<file path="src/rtl/dma_arb_pkg.sv">
package dma_arb_pkg;
  localparam int BEAT_W     = 64;
  localparam int DESC_BEATS = 4;
  localparam int MAX_CH     = 64;

  typedef enum logic [1:0] {ST_IDLE, ST_FETCH, ST_DRAIN, ST_HOLD} fetch_st_t;

  // Highest set index of a pending vector (fixed priority).
  function automatic logic [5:0] pick_fixed(logic [MAX_CH-1:0] p);
    logic [5:0] r;
    r = '0;
    for (int i = 0; i < MAX_CH; i++)
      if (p[i]) r = 6'(i);
    return r;
  endfunction

  // First set index found when scanning upward from last+1, modulo n.
  function automatic logic [5:0] pick_rr(logic [MAX_CH-1:0] p, logic [5:0] last, int n);
    logic [5:0] r;
    logic       hit;
    int         idx;
    r   = last;
    hit = 1'b0;
    for (int k = 1; k <= MAX_CH; k++) begin
      idx = (int'(last) + k) % n;
      if (!hit && k <= n && p[idx]) begin
        r   = 6'(idx);
        hit = 1'b1;
      end
    end
    return r;
  endfunction

  // Descriptor base address: channel times the beats per descriptor.
  function automatic logic [7:0] desc_base(logic [5:0] ch);
    return {ch, 2'b00};
  endfunction
endpackage

</file>
<file path="src/rtl/dma_req_capture.sv">
module dma_req_capture #(
  parameter int NCH = 32,
  localparam int CW = $clog2(NCH)
) (
  input  logic           clk,
  input  logic           rst_n,
  input  logic [NCH-1:0] hw_req,
  input  logic [NCH-1:0] sw_start,
  input  logic           clr_en,
  input  logic [CW-1:0]  clr_chan,
  output logic [NCH-1:0] pend
);
  logic [NCH-1:0] clr_mask;

  always_comb begin
    clr_mask = '0;
    if (clr_en) clr_mask[clr_chan] = 1'b1;
  end

  // Both request sources share one registered path; a clear wins over a new set.
  always_ff @(posedge clk or negedge rst_n) begin
    if (!rst_n) pend <= '0;
    else        pend <= (pend | hw_req | sw_start) & ~clr_mask;
  end

  p_clear_wins_r9: assert property (@(posedge clk) disable iff (!rst_n)
    clr_en |=> !pend[$past(clr_chan)]);
endmodule

</file>
<file path="src/rtl/dma_chan_arbiter.sv">
module dma_chan_arbiter
  import dma_arb_pkg::*;
#(
  parameter int NCH = 32,
  localparam int CW = $clog2(NCH)
) (
  input  logic           clk,
  input  logic           rst_n,
  input  logic [NCH-1:0] pend,
  input  logic           arb_en,
  input  logic           rr_mode,
  output logic           grant,
  output logic [CW-1:0]  win
);
  logic [CW-1:0]     last_q;
  logic [MAX_CH-1:0] pend_w;
  logic [5:0]        pick_f, pick_r;

  assign pend_w = MAX_CH'(pend);
  assign pick_f = pick_fixed(pend_w);
  assign pick_r = pick_rr(pend_w, 6'(last_q), NCH);
  assign grant  = arb_en && (|pend);
  assign win    = rr_mode ? CW'(pick_r) : CW'(pick_f);

  always_ff @(posedge clk or negedge rst_n) begin
    if (!rst_n)     last_q <= CW'(NCH - 1);
    else if (grant) last_q <= win;
  end

  p_win_pending_r1: assert property (@(posedge clk) disable iff (!rst_n)
    grant |-> pend[win]);
  p_fixed_top_r3: assert property (@(posedge clk) disable iff (!rst_n)
    (grant && !rr_mode) |-> ((pend >> win) == NCH'(1)));
  p_rr_moves_r4: assert property (@(posedge clk) disable iff (!rst_n)
    (grant && rr_mode && (pend != (NCH'(1) << last_q))) |-> (win != last_q));
endmodule

</file>
<file path="src/rtl/dma_desc_fetch.sv">
module dma_desc_fetch
  import dma_arb_pkg::*;
#(
  parameter int NCH = 32,
  localparam int CW = $clog2(NCH),
  localparam int AW = CW + $clog2(DESC_BEATS),
  localparam int DW = BEAT_W * DESC_BEATS
) (
  input  logic              clk,
  input  logic              rst_n,
  input  logic              grant,
  input  logic [CW-1:0]     win,
  input  logic              eng_done,
  input  logic [BEAT_W-1:0] mem_rd_data,
  output logic              idle,
  output logic              mem_rd_en,
  output logic [AW-1:0]     mem_addr,
  output logic              load_done,
  output logic              desc_valid,
  output logic [CW-1:0]     desc_chan,
  output logic [DW-1:0]     desc_data
);
  localparam int BTW = $clog2(DESC_BEATS);
  localparam logic [BTW-1:0] LAST_BEAT = BTW'(DESC_BEATS - 1);

  fetch_st_t      st_q;
  logic [CW-1:0]  win_q;
  logic [BTW-1:0] beat_q, rd_beat_q;
  logic           rd_vld_q;

  assign idle      = (st_q == ST_IDLE);
  assign mem_rd_en = (st_q == ST_FETCH);
  assign mem_addr  = AW'(desc_base(6'(win_q))) + AW'(beat_q);
  assign load_done = (st_q == ST_DRAIN) && rd_vld_q && (rd_beat_q == LAST_BEAT);
  assign desc_chan = win_q;

  always_ff @(posedge clk or negedge rst_n) begin
    if (!rst_n) begin
      st_q       <= ST_IDLE;
      win_q      <= '0;
      beat_q     <= '0;
      rd_beat_q  <= '0;
      rd_vld_q   <= 1'b0;
      desc_valid <= 1'b0;
      desc_data  <= '0;
    end else begin
      rd_vld_q  <= mem_rd_en;
      rd_beat_q <= beat_q;
      if (rd_vld_q) desc_data[int'(rd_beat_q)*BEAT_W +: BEAT_W] <= mem_rd_data;
      unique case (st_q)
        ST_IDLE: if (grant) begin
          win_q  <= win;
          beat_q <= '0;
          st_q   <= ST_FETCH;
        end
        ST_FETCH: begin
          beat_q <= beat_q + 1'b1;
          if (beat_q == LAST_BEAT) st_q <= ST_DRAIN;
        end
        ST_DRAIN: if (load_done) begin
          desc_valid <= 1'b1;
          st_q       <= ST_HOLD;
        end
        ST_HOLD: if (eng_done) begin
          desc_valid <= 1'b0;
          st_q       <= ST_IDLE;
        end
        default: st_q <= ST_IDLE;
      endcase
    end
  end

  p_beat_step_r6: assert property (@(posedge clk) disable iff (!rst_n)
    (mem_rd_en && $past(mem_rd_en)) |-> (mem_addr == $past(mem_addr) + 1'b1));
  p_first_beat_r6: assert property (@(posedge clk) disable iff (!rst_n)
    $rose(mem_rd_en) |-> $past(grant));
  p_hold_desc_r8: assert property (@(posedge clk) disable iff (!rst_n)
    (desc_valid && !eng_done) |=> (desc_valid && $stable(desc_data) && $stable(desc_chan)));
  p_no_read_held_r8: assert property (@(posedge clk) disable iff (!rst_n)
    desc_valid |-> !mem_rd_en);
endmodule

</file>
<file path="src/rtl/dma_chan_arb_fetch.sv">
module dma_chan_arb_fetch
  import dma_arb_pkg::*;
#(
  parameter int NCH = 32,
  localparam int CW = $clog2(NCH),
  localparam int AW = CW + $clog2(DESC_BEATS),
  localparam int DW = BEAT_W * DESC_BEATS
) (
  input  logic              clk,
  input  logic              rst_n,
  input  logic [NCH-1:0]    hw_req,
  input  logic [NCH-1:0]    sw_start,
  input  logic              rr_mode,
  input  logic              eng_done,
  output logic              mem_rd_en,
  output logic [AW-1:0]     mem_addr,
  input  logic [BEAT_W-1:0] mem_rd_data,
  output logic              desc_valid,
  output logic [CW-1:0]     desc_chan,
  output logic [DW-1:0]     desc_data
);
  if (NCH != 32 && NCH != 64) begin : g_bad_nch
    initial $error("NCH must be 32 or 64");
  end

  logic [NCH-1:0] pend;
  logic           grant, idle, load_done;
  logic [CW-1:0]  win;

  dma_req_capture #(.NCH(NCH)) u_cap (
    .clk(clk), .rst_n(rst_n), .hw_req(hw_req), .sw_start(sw_start),
    .clr_en(load_done), .clr_chan(desc_chan), .pend(pend));

  dma_chan_arbiter #(.NCH(NCH)) u_arb (
    .clk(clk), .rst_n(rst_n), .pend(pend), .arb_en(idle), .rr_mode(rr_mode),
    .grant(grant), .win(win));

  dma_desc_fetch #(.NCH(NCH)) u_fetch (
    .clk(clk), .rst_n(rst_n), .grant(grant), .win(win), .eng_done(eng_done),
    .mem_rd_data(mem_rd_data), .idle(idle), .mem_rd_en(mem_rd_en),
    .mem_addr(mem_addr), .load_done(load_done), .desc_valid(desc_valid),
    .desc_chan(desc_chan), .desc_data(desc_data));

  p_cleared_at_load_r9: assert property (@(posedge clk) disable iff (!rst_n)
    $rose(desc_valid) |-> !pend[desc_chan]);
  p_quiet_when_empty_r10: assert property (@(posedge clk) disable iff (!rst_n)
    (idle && pend == '0) |=> !mem_rd_en);
endmodule

</file>
<file path="config.mk">
export PLATFORM = sky130hd
export DESIGN_NAME = dma_chan_arb_fetch
export DESIGN_NICKNAME = d
export VERILOG_FILES = /design/src/rtl/dma_arb_pkg.sv /design/src/rtl/dma_req_capture.sv /design/src/rtl/dma_chan_arbiter.sv /design/src/rtl/dma_desc_fetch.sv /design/src/rtl/dma_chan_arb_fetch.sv
export SDC_FILE = /design/constraint.sdc
export NUM_CORES = 1
export LEC_CHECK = 0
export CORE_UTILIZATION = 30
export CTS_CLUSTER_SIZE = 10
export DETAILED_ROUTE_END_ITERATION = 8
export MAX_ROUTING_LAYER = met4
export SETUP_SLACK_MARGIN = 0.15
export SLEW_MARGIN = 0
export SYNTH_ARGS = -nofsm -noshare
export SYNTH_HDL_FRONTEND = slang
export SYNTH_SLANG_ARGS = --single-unit
</file>
<file path="constraint.sdc">
create_clock -name clk -period 5.5 [get_ports clk]
set_clock_uncertainty 0.05 [all_clocks]
set_input_delay 1.1 -clock clk [delete_from_list [all_inputs] [get_ports clk]]
set_output_delay 1.1 -clock clk [all_outputs]
set_load 0.02 [all_outputs]
</file>
==> results of run 1 <==
-- cell usage after synthesis, types with 5 or more instances --
cell type | n | area [sq um]
a2111oi_0 | 5 | 43.8
a211oi_1 | 11 | 82.6
a21oi_1 | 90 | 450
a221oi_1 | 5 | 43.8
a22o_1 | 260 | 2280
a31oi_1 | 7 | 43.8
and2_1 | 8 | 50.1
and3_1 | 9 | 56.3
and3b_1 | 5 | 43.8
and4_1 | 5 | 43.8
buf_2 | 21 | 105
buf_4 | 12 | 90.1
buf_6 | 10 | 113
clkbuf_1 | 93 | 349
dfrtp_1 | 301 | 7530
dfstp_2 | 5 | 131
ha_1 | 23 | 288
inv_1 | 27 | 101
mux2_1 | 14 | 158
mux2_2 | 42 | 473
mux2i_1 | 78 | 781
mux4_2 | 67 | 1510
nand2_1 | 89 | 334
nand2b_1 | 13 | 81.3
nand3_1 | 31 | 155
nand4_1 | 9 | 56.3
nor2_1 | 96 | 360
nor2b_1 | 7 | 43.8
nor3_1 | 61 | 305
nor3_4 | 5 | 81.3
nor3b_1 | 5 | 37.5
nor4_1 | 8 | 50.1
o2111ai_1 | 8 | 70.1
o211ai_1 | 15 | 113
o21ai_0 | 50 | 250
o21bai_1 | 7 | 52.6
o22ai_1 | 14 | 87.6
o31ai_1 | 9 | 67.6
o32ai_1 | 8 | 70.1
or2_2 | 5 | 31.3
or3_1 | 9 | 56.3
xnor2_1 | 23 | 201
-- power groups by stage --
stage | Combinational [uW] | Sequential, uW | Clock [uW]
after global placement | 9250 | 3780 | 0
after global routing | 9740 | 3910 | 2530
after floorplan | 4090 | 4700 | 0
after CTS | 9230 | 3810 | 2450
final | 9340 | 3810 | 2410
after detailed placement | 9210 | 3780 | 0
-- worst reg2reg max path: cells and delay by family (launching register included) --
| family | cells | cell delay (ps) |
|---|---|---|
| AND/OR/NAND/NOR | 3 | 550 |
| flip-flops | 1 | 560 |
| AO/OA/AOI/OAI | 5 | 1170 |
| buffers and inverters | 3 | 640 |
| multiplexers | 3 | 1570 |
| adder cells (fa/ha/maj) | 1 | 520 |
-- cell families (layout without fill, tap and decap cells) --
family / count (synthesis) / in the layout / share of synthesized area, %
adders and majority gates: 23 / 23 / 1.54
DFF: 306 / 306 / 41.1
muxes: 213 / 213 / 17.0
xor gates and xnor gates: 31 / 31 / 1.72
AOI/OAI and AO/OA: 559 / 559 / 23.0
and+or+nand+nor: 389 / 389 / 11.0
other: 0 / 3 / 0
buffers and inverters: 177 / 583 / 4.59
-- worst max path at each step --
stage	from	slack (ps)	cells after the start	end
2_1_floorplan	u_arb.last_q[1]$_DFFE_PN1P_	270	21	u_fetch.desc_chan[2]$_DFFE_PN0P_
3_3_place_gp	u_arb.last_q[1]$_DFFE_PN1P_	220	15	u_arb.last_q[1]$_DFFE_PN1P_
3_5_place_dp	u_arb.last_q[1]$_DFFE_PN1P_	250	15	u_arb.last_q[1]$_DFFE_PN1P_
4_1_cts	u_arb.last_q[0]$_DFFE_PN1P_	240	15	u_arb.last_q[1]$_DFFE_PN1P_
5_1_grt	u_arb.last_q[0]$_DFFE_PN1P_	150	15	u_arb.last_q[1]$_DFFE_PN1P_
6_report	u_arb.last_q[0]$_DFFE_PN1P_	350	15	u_arb.last_q[1]$_DFFE_PN1P_
-- cell type report --
cell class                 instances  area, sq um
tap                              837         1050
clock buffer                      46         1040
antenna                            3         7.51
sequential                       306         7660
multi-input combinational       1215        10200
fill                            5926        36600
inverter                          32          120
clock inverter                     7          111
timing repair buffer             498         4810
-- through the flow --
stage,worst slack (ps),cells,hold WS [ps]
after floorplan,271,1698,483
after global placement,218,2887,378
after detailed placement,247,2887,380
after CTS,236,2940,395
after global routing,152,2944,414
final,348,2944,389
-- timing repair --
action	4_1_cts	5_1_grt
gates resized for setup	0	2
setup buffers	0	1
setup endpoints to repair	0	4
-- sequential cells by signal, summed over array words and instances, names as in the netlist --
register            count
u_fetch.rd_vld_q        1
u_fetch.rd_beat_q       2
u_fetch.st_q            2
u_fetch.desc_data     256
u_fetch.desc_chan       5
u_cap.pend             32
u_arb.last_q            5
u_fetch.desc_valid      1
u_fetch.beat_q          2
-- layer usage --
metal | track usage (%) | up-vias | wire [microns]
met5 | - | - | 0
met4 | 10.6 | 0 | 3700
met3 | 6.58 | 211 | 7840
met2 | 43.7 | 984 | 40600
met1 | 34.6 | 8915 | 34400
li1 | - | 7392 | -
==> results.md, run 1 <==
* Cells along the critical path: inv_2 > ha_1 > buf_4 > mux4_2 > mux4_2 > mux2i_4 > and4_1 > a311oi_1 > a2111oi_1 > buf_4 > o22ai_1 > o21a_1 > o2bb2ai_1 > nand3_1 > nand3_1
* IO Count at roughly 400
* First-pass GRT wire length at between 100000 and 150000 microns
* CP Class: register to register
* Setup-failing EPs final at 0
* Leakage power at 0.0100 uW
* Routed Antenna Nets at 0
* RSZ-0062 raised after global routing: no
* Synthesis Warnings at 0
* Detail Placement HPWL at roughly 64000 microns
* Clk root buf: clkbuf_16
* Final core occ at about 41%
* Rel. slew slack at 28.0%
* Critical path startpoint category: register
* # rows at between 90 and 100
* Clock power share at between 15 and 20%
* Asr flop ratio synth at 100%
* Syn Std Cell Area at between 15000 and 20000 sq um
* Distinct cells, synth at 107
* Internal at about 8500 uW
* Top_reg_cell synth: dfrtp_1
* Arrival time of the worst setup path at approximately 5600 ps
* Sw Pwr at 7100 uW
* Largest net degree at the start of global routing at 86
* Initial drt markers at 1786
* Post-layout min period at about 5000 ps
* Drt wl/cell at around 29 microns
* Hold depth at 0
* Tightest Pin Transition at 1080 ps
* Clk slew on worst S/H paths at 60 ps
* Drt via density at slightly below 6
* Avg Synthesized Cell Area at approximately 11 sq um
* Die ar. at 63200 sq um
* Worst skew pair latency at around 540 ps
* Post-Syn Nets at about 1900
* Critical path's top delay family: multiplexers
* Clock sink total at ~310
* Seq/Total Area, Yosys at around two fifths
* Vias in the first global route at ~18000
* Ratio of cells with drive above 1 in the final layout at 15.5%
* Fmax at 0.194 GHz
* Worst Min Path Start: u_fetch.beat_q[1]$_DFFE_PN0P_
* Layout area overhead at 33.9%
* Via count at between 15000 and 20000
* Core footprint at between 60000 and 70000 sq um
* Final Cell Area at 25000 sq um
* CTS Hold Buffers Added at 0
* Final nets at between 2000 and 2500
* Max-slew violation count at 0
* Initial core utilization at 30.3%
* CP Capture Type: register
* Gate power share at ~60%
* #FFs+latches synth at between 300 and 400
* Status: completed
* PD cells at roughly 620 nW/um^2
* Overall routing resource usage at between 20% and 30%
* Critical Path RT at ~6000 ps
* Die H at approximately 250 microns
* Max IR drop VDD at 359 uV
* Leading cell type in the layout, fill and taps excluded: clkdlybuf4s50_1
* H-tree levels at 2
* MaxCap Viol Count at 0
* Crit path max fanout at 13
* CTS tree: built
* Total grt overflow at 0
* Worst hold path class: register to register
* Die W at roughly 250 microns
* Placer Congestion at about 1.1
* Sum of negative setup slack at 0 ps
* FF-to-FF Start: u_arb.last_q[0]$_DFFE_PN1P_
* R2r endpoint: u_arb.last_q[1]$_DFFE_PN1P_
* Buf/Inv on CP at 3
* Placed Instance Area at 23800 sq um
* Initial antenna violation count at 4
* R2r worst-path depth at 15
* Final Cycle Share at 93.7%
* Switching Fraction at 45.6%
* Hold endpoint: u_fetch.rd_beat_q[1]$_DFF_PN0_
* Total CTS buffers at 39
* Port bufs at 401
* Seq pwr share at 24.5%
* Total Wirelength at 86600 microns
* Reg2reg setup slack at about 350 ps
* Post-synth EDFFs at 0
* Cells after Synth at ~1700
* CTS Buffer Depth at 3
* Worst stage delay on the critical path at 630 ps
* Commonest cells after routing, fill and taps aside: clkdlybuf4s50_1 (400), dfrtp_1 (301), a22o_1 (260), nor2_1 (96), buf_4 (92)
* Final hold vios at 0
* Crit-path slowest cell: mux4_2
* Final total power at 15600 uW
* TritonRoute pass-1 iters at 7
* DRC at 0
No activity file was read; power rests on OpenSTA's default activity.
==> inputs of run 2 (changes only) <==
- clock period: 5.5 -> 5.94 ns (I/O delays scaled with it)
==> run 2 against run 1 <==
Highest routed layer unchanged. Sequential share of layout area is 0.44 points higher. Total power shrank 9.2%. Largest cell class unchanged. Utilization down 0.57 points.
==> results.md, run 2 (synthesized netlist as in run 1, its figures left out) <==
* Gate power share at 60.3% (+0.3 points)
* Detail Placement HPWL at 62400 microns (-2.3%)
* Switching Fraction at 45.8% (+0.20 points)
* # rows at 91 (unchanged)
* Clk slew on worst S/H paths at 60 ps (about the same)
* Clock power share at 14.7% (-0.8 points)
* Worst stage delay on the critical path at 760 ps (+130 ps)
* Max-slew violation count at 0 (unchanged)
* Initial core utilization at 30.3% (unchanged)
* R2r endpoint: u_fetch.desc_chan[0]$_DFFE_PN0P_
* Commonest cells after routing, fill and taps aside: clkdlybuf4s50_1 (400), dfrtp_1 (301), a22o_1 (260), nor2_1 (96), a21oi_1 (90)
* Final hold vios at 0 (unchanged)
* First-pass GRT wire length at 124000 microns (-2.0%)
* Vias in the first global route at 17700 (-1.7%)
* Leakage power at 0.00979 uW (-2.1%)
* Initial antenna violation count at 6 (+2)
* Total CTS buffers at 38 (-2.6%)
* CTS Hold Buffers Added at 0 (unchanged)
* Leading cell type in the layout, fill and taps excluded: clkdlybuf4s50_1
* Final Cycle Share at 91.7% (-2.0 points)
* Internal at 7660 uW (-9.5%)
* Inst Count DP at 2859 (-0.97%)
* RSZ-0062 raised after global routing: no
* Initial drt markers at 1524 (-15%)
* Largest net degree at the start of global routing at 83 (-3.5%)
* Buf/Inv on CP at 3 (unchanged)
* Non-filler cells, final at 2911 (-1.1%)
* Postcts setup bufs at 0 (unchanged)
* Clock sink total at 306 (unchanged)
* H-tree levels at 2 (unchanged)
* Sum of negative setup slack at 0 ps (unchanged)
* Layout area overhead at 32.0%
* Reg2reg setup slack at 500 ps (+150 ps)
* Crit. path cell count at 14 (-1)
* Worst skew pair latency at 560 ps (+20 ps)
* Status: completed
* Rel. slew slack at 13.3% (-15 points)
* Post-layout min period at 5440 ps (+292 ps)
* Die H at 251 microns (unchanged)
* Placer Congestion at 1.02 (-7.0%)
* Setup-failing EPs final at 0 (unchanged)
* CTS Buffer Depth at 3 (unchanged)
* Max IR drop VDD at 299 uV (-17%)
* Sw Pwr at 6470 uW (-8.8%)
* Cells along the critical path: inv_2 > ha_1 > inv_1 > mux4_2 > or3_1 > nand4_2 > nand3_4 > nor3b_4 > nand3_1 > buf_4 > o21ai_0 > or4b_1 > a22oi_1 > o311ai_1
* Critical path's top delay family: simple AND/OR/NAND/NOR gates
* Drt wl/cell at 29.3 microns (-0.34%)
* Critical path startpoint category: register
* CP Capture Type: register
* Total Wirelength at 85300 microns (-1.5%)
* Gr busiest metal: met2
* Ratio of cells with drive above 1 in the final layout at 14.2% (-1.3 points)
* GR Util met2 at 43.8% (+0.17 points)
* TritonRoute pass-1 iters at 6 (-1)
* MaxCap Viol Count at 0 (unchanged)
* Biggest register: u_fetch.desc_data
* Crit-path slowest cell: ha_1
* Max reg flops at 256 (unchanged)
* Hold depth at 0 (unchanged)
* Arrival time of the worst setup path at 5840 ps (+290 ps)
* Via count at 17400 (-0.70%)
* IO Count at 402 (unchanged)
* DRC at 0 (unchanged)
* Total grt overflow at 0 (unchanged)
* Largest registers: u_fetch.desc_data: 256 flops, u_cap.pend: 32 flops
* Clk root buf: clkbuf_16
* PD cells at 573 nW/um^2 (-7.9%)
* CTS tree: built
* Seq pwr share at 25.0% (+0.5 points)
* Met3 usage at 6.70% (+0.11 points)
* FF-to-FF Start: u_arb.last_q[2]$_DFFE_PN1P_
* Core footprint at 61600 sq um (unchanged)
* Die ar. at 63200 sq um (unchanged)
* Final nets at 2217 (-1.3%)
* Port bufs at 401 (unchanged)
* Hold endpoint: u_fetch.rd_beat_q[1]$_DFF_PN0_
* Crit path max fanout at 13 (unchanged)
* CP Class: register to register
* Overall routing resource usage at 27.3% (-0.51 points)
* Critical Path RT at 6330 ps (+430 ps)
* Grt met1 use at 32.9% (-1.7 points)
* Worst Min Path Start: u_fetch.beat_q[1]$_DFFE_PN0P_
* R2r worst-path depth at 14 (-1)
* Die W at 251 microns (unchanged)
* Fmax at 0.184 GHz (-5.4%)
* CTS resizes at 0 (unchanged)
* Drt via density at 5.97 (+0.43%)
* Tightest Pin Transition at 1300 ps (+221 ps)
* Worst hold path class: register to register
* Routed Antenna Nets at 0 (unchanged)
## run 2: how the worst max path moves through the flow
stage | start | end | slack (ps)
finish | u_arb.last_q[2]$_DFFE_PN1P_ | u_fetch.desc_chan[0]$_DFFE_PN0P_ | 500
global route | u_arb.last_q[2]$_DFFE_PN1P_ | u_fetch.desc_chan[0]$_DFFE_PN0P_ | 270
CTS | u_arb.last_q[2]$_DFFE_PN1P_ | u_fetch.desc_chan[0]$_DFFE_PN0P_ | 550
global placement | u_arb.last_q[2]$_DFFE_PN1P_ | u_fetch.desc_chan[0]$_DFFE_PN0P_ | 560
floorplan | u_arb.last_q[1]$_DFFE_PN1P_ | u_fetch.desc_chan[2]$_DFFE_PN0P_ | 710
detailed placement | u_arb.last_q[2]$_DFFE_PN1P_ | u_fetch.desc_chan[0]$_DFFE_PN0P_ | 580
## run 2: power by group through the flow
stage | Clock (uW) | Combinational [uW] | Sequential, uW
3_5_place_dp | 0 | 8410 | 3500
6_report | 2080 | 8520 | 3530
2_1_floorplan | 0 | 3780 | 4360
3_3_place_gp | 0 | 8490 | 3500
4_1_cts | 2140 | 8430 | 3530
5_1_grt | 2210 | 8860 | 3630
## run 2: final cells by class
type	instances	area, sq um
antenna	5	12.5
sequential	306	7660
clock inverter	5	53.8
inverter	32	120
timing repair buffer	469	4550
tap	837	1050
clock buffer	42	1010
fill	5994	37000
multi-input combinational	1215	10200
## run 2: metrics by stage
stage	hold slack (ps)	utilization (%)	setup WS [ps]	cell area [sq um]	power (uW)
floorplan	483	-	711	18700	8140
CTS	396	40.0	547	24600	14100
finish	394	40.0	496	24600	14100
detailed placement	380	38.3	576	23600	11900
global placement	377	38.3	560	23600	12000
global route	421	40.0	270	24600	14700
## run 2: worst register-to-register path: cells and delay by family, from the launching register on
| family | cells | cell delay, ps |
|---|---|---|
| buffers and inverters | 3 | 850 |
| flip-flops | 1 | 700 |
| adder cells (fa/ha/maj) | 1 | 760 |
| AND/OR/NAND/NOR | 6 | 1860 |
| AO/OA/AOI/OAI | 3 | 540 |
| multiplexers | 1 | 600 |
## run 2: metal layers
layer	routed length (microns)	vias up	share of wire, %
met2	40600	923	48
met4	3480	0	4.1
li1	-	7331	-
met1	33500	8951	39
met5	0	-	0
met3	7690	175	9.0
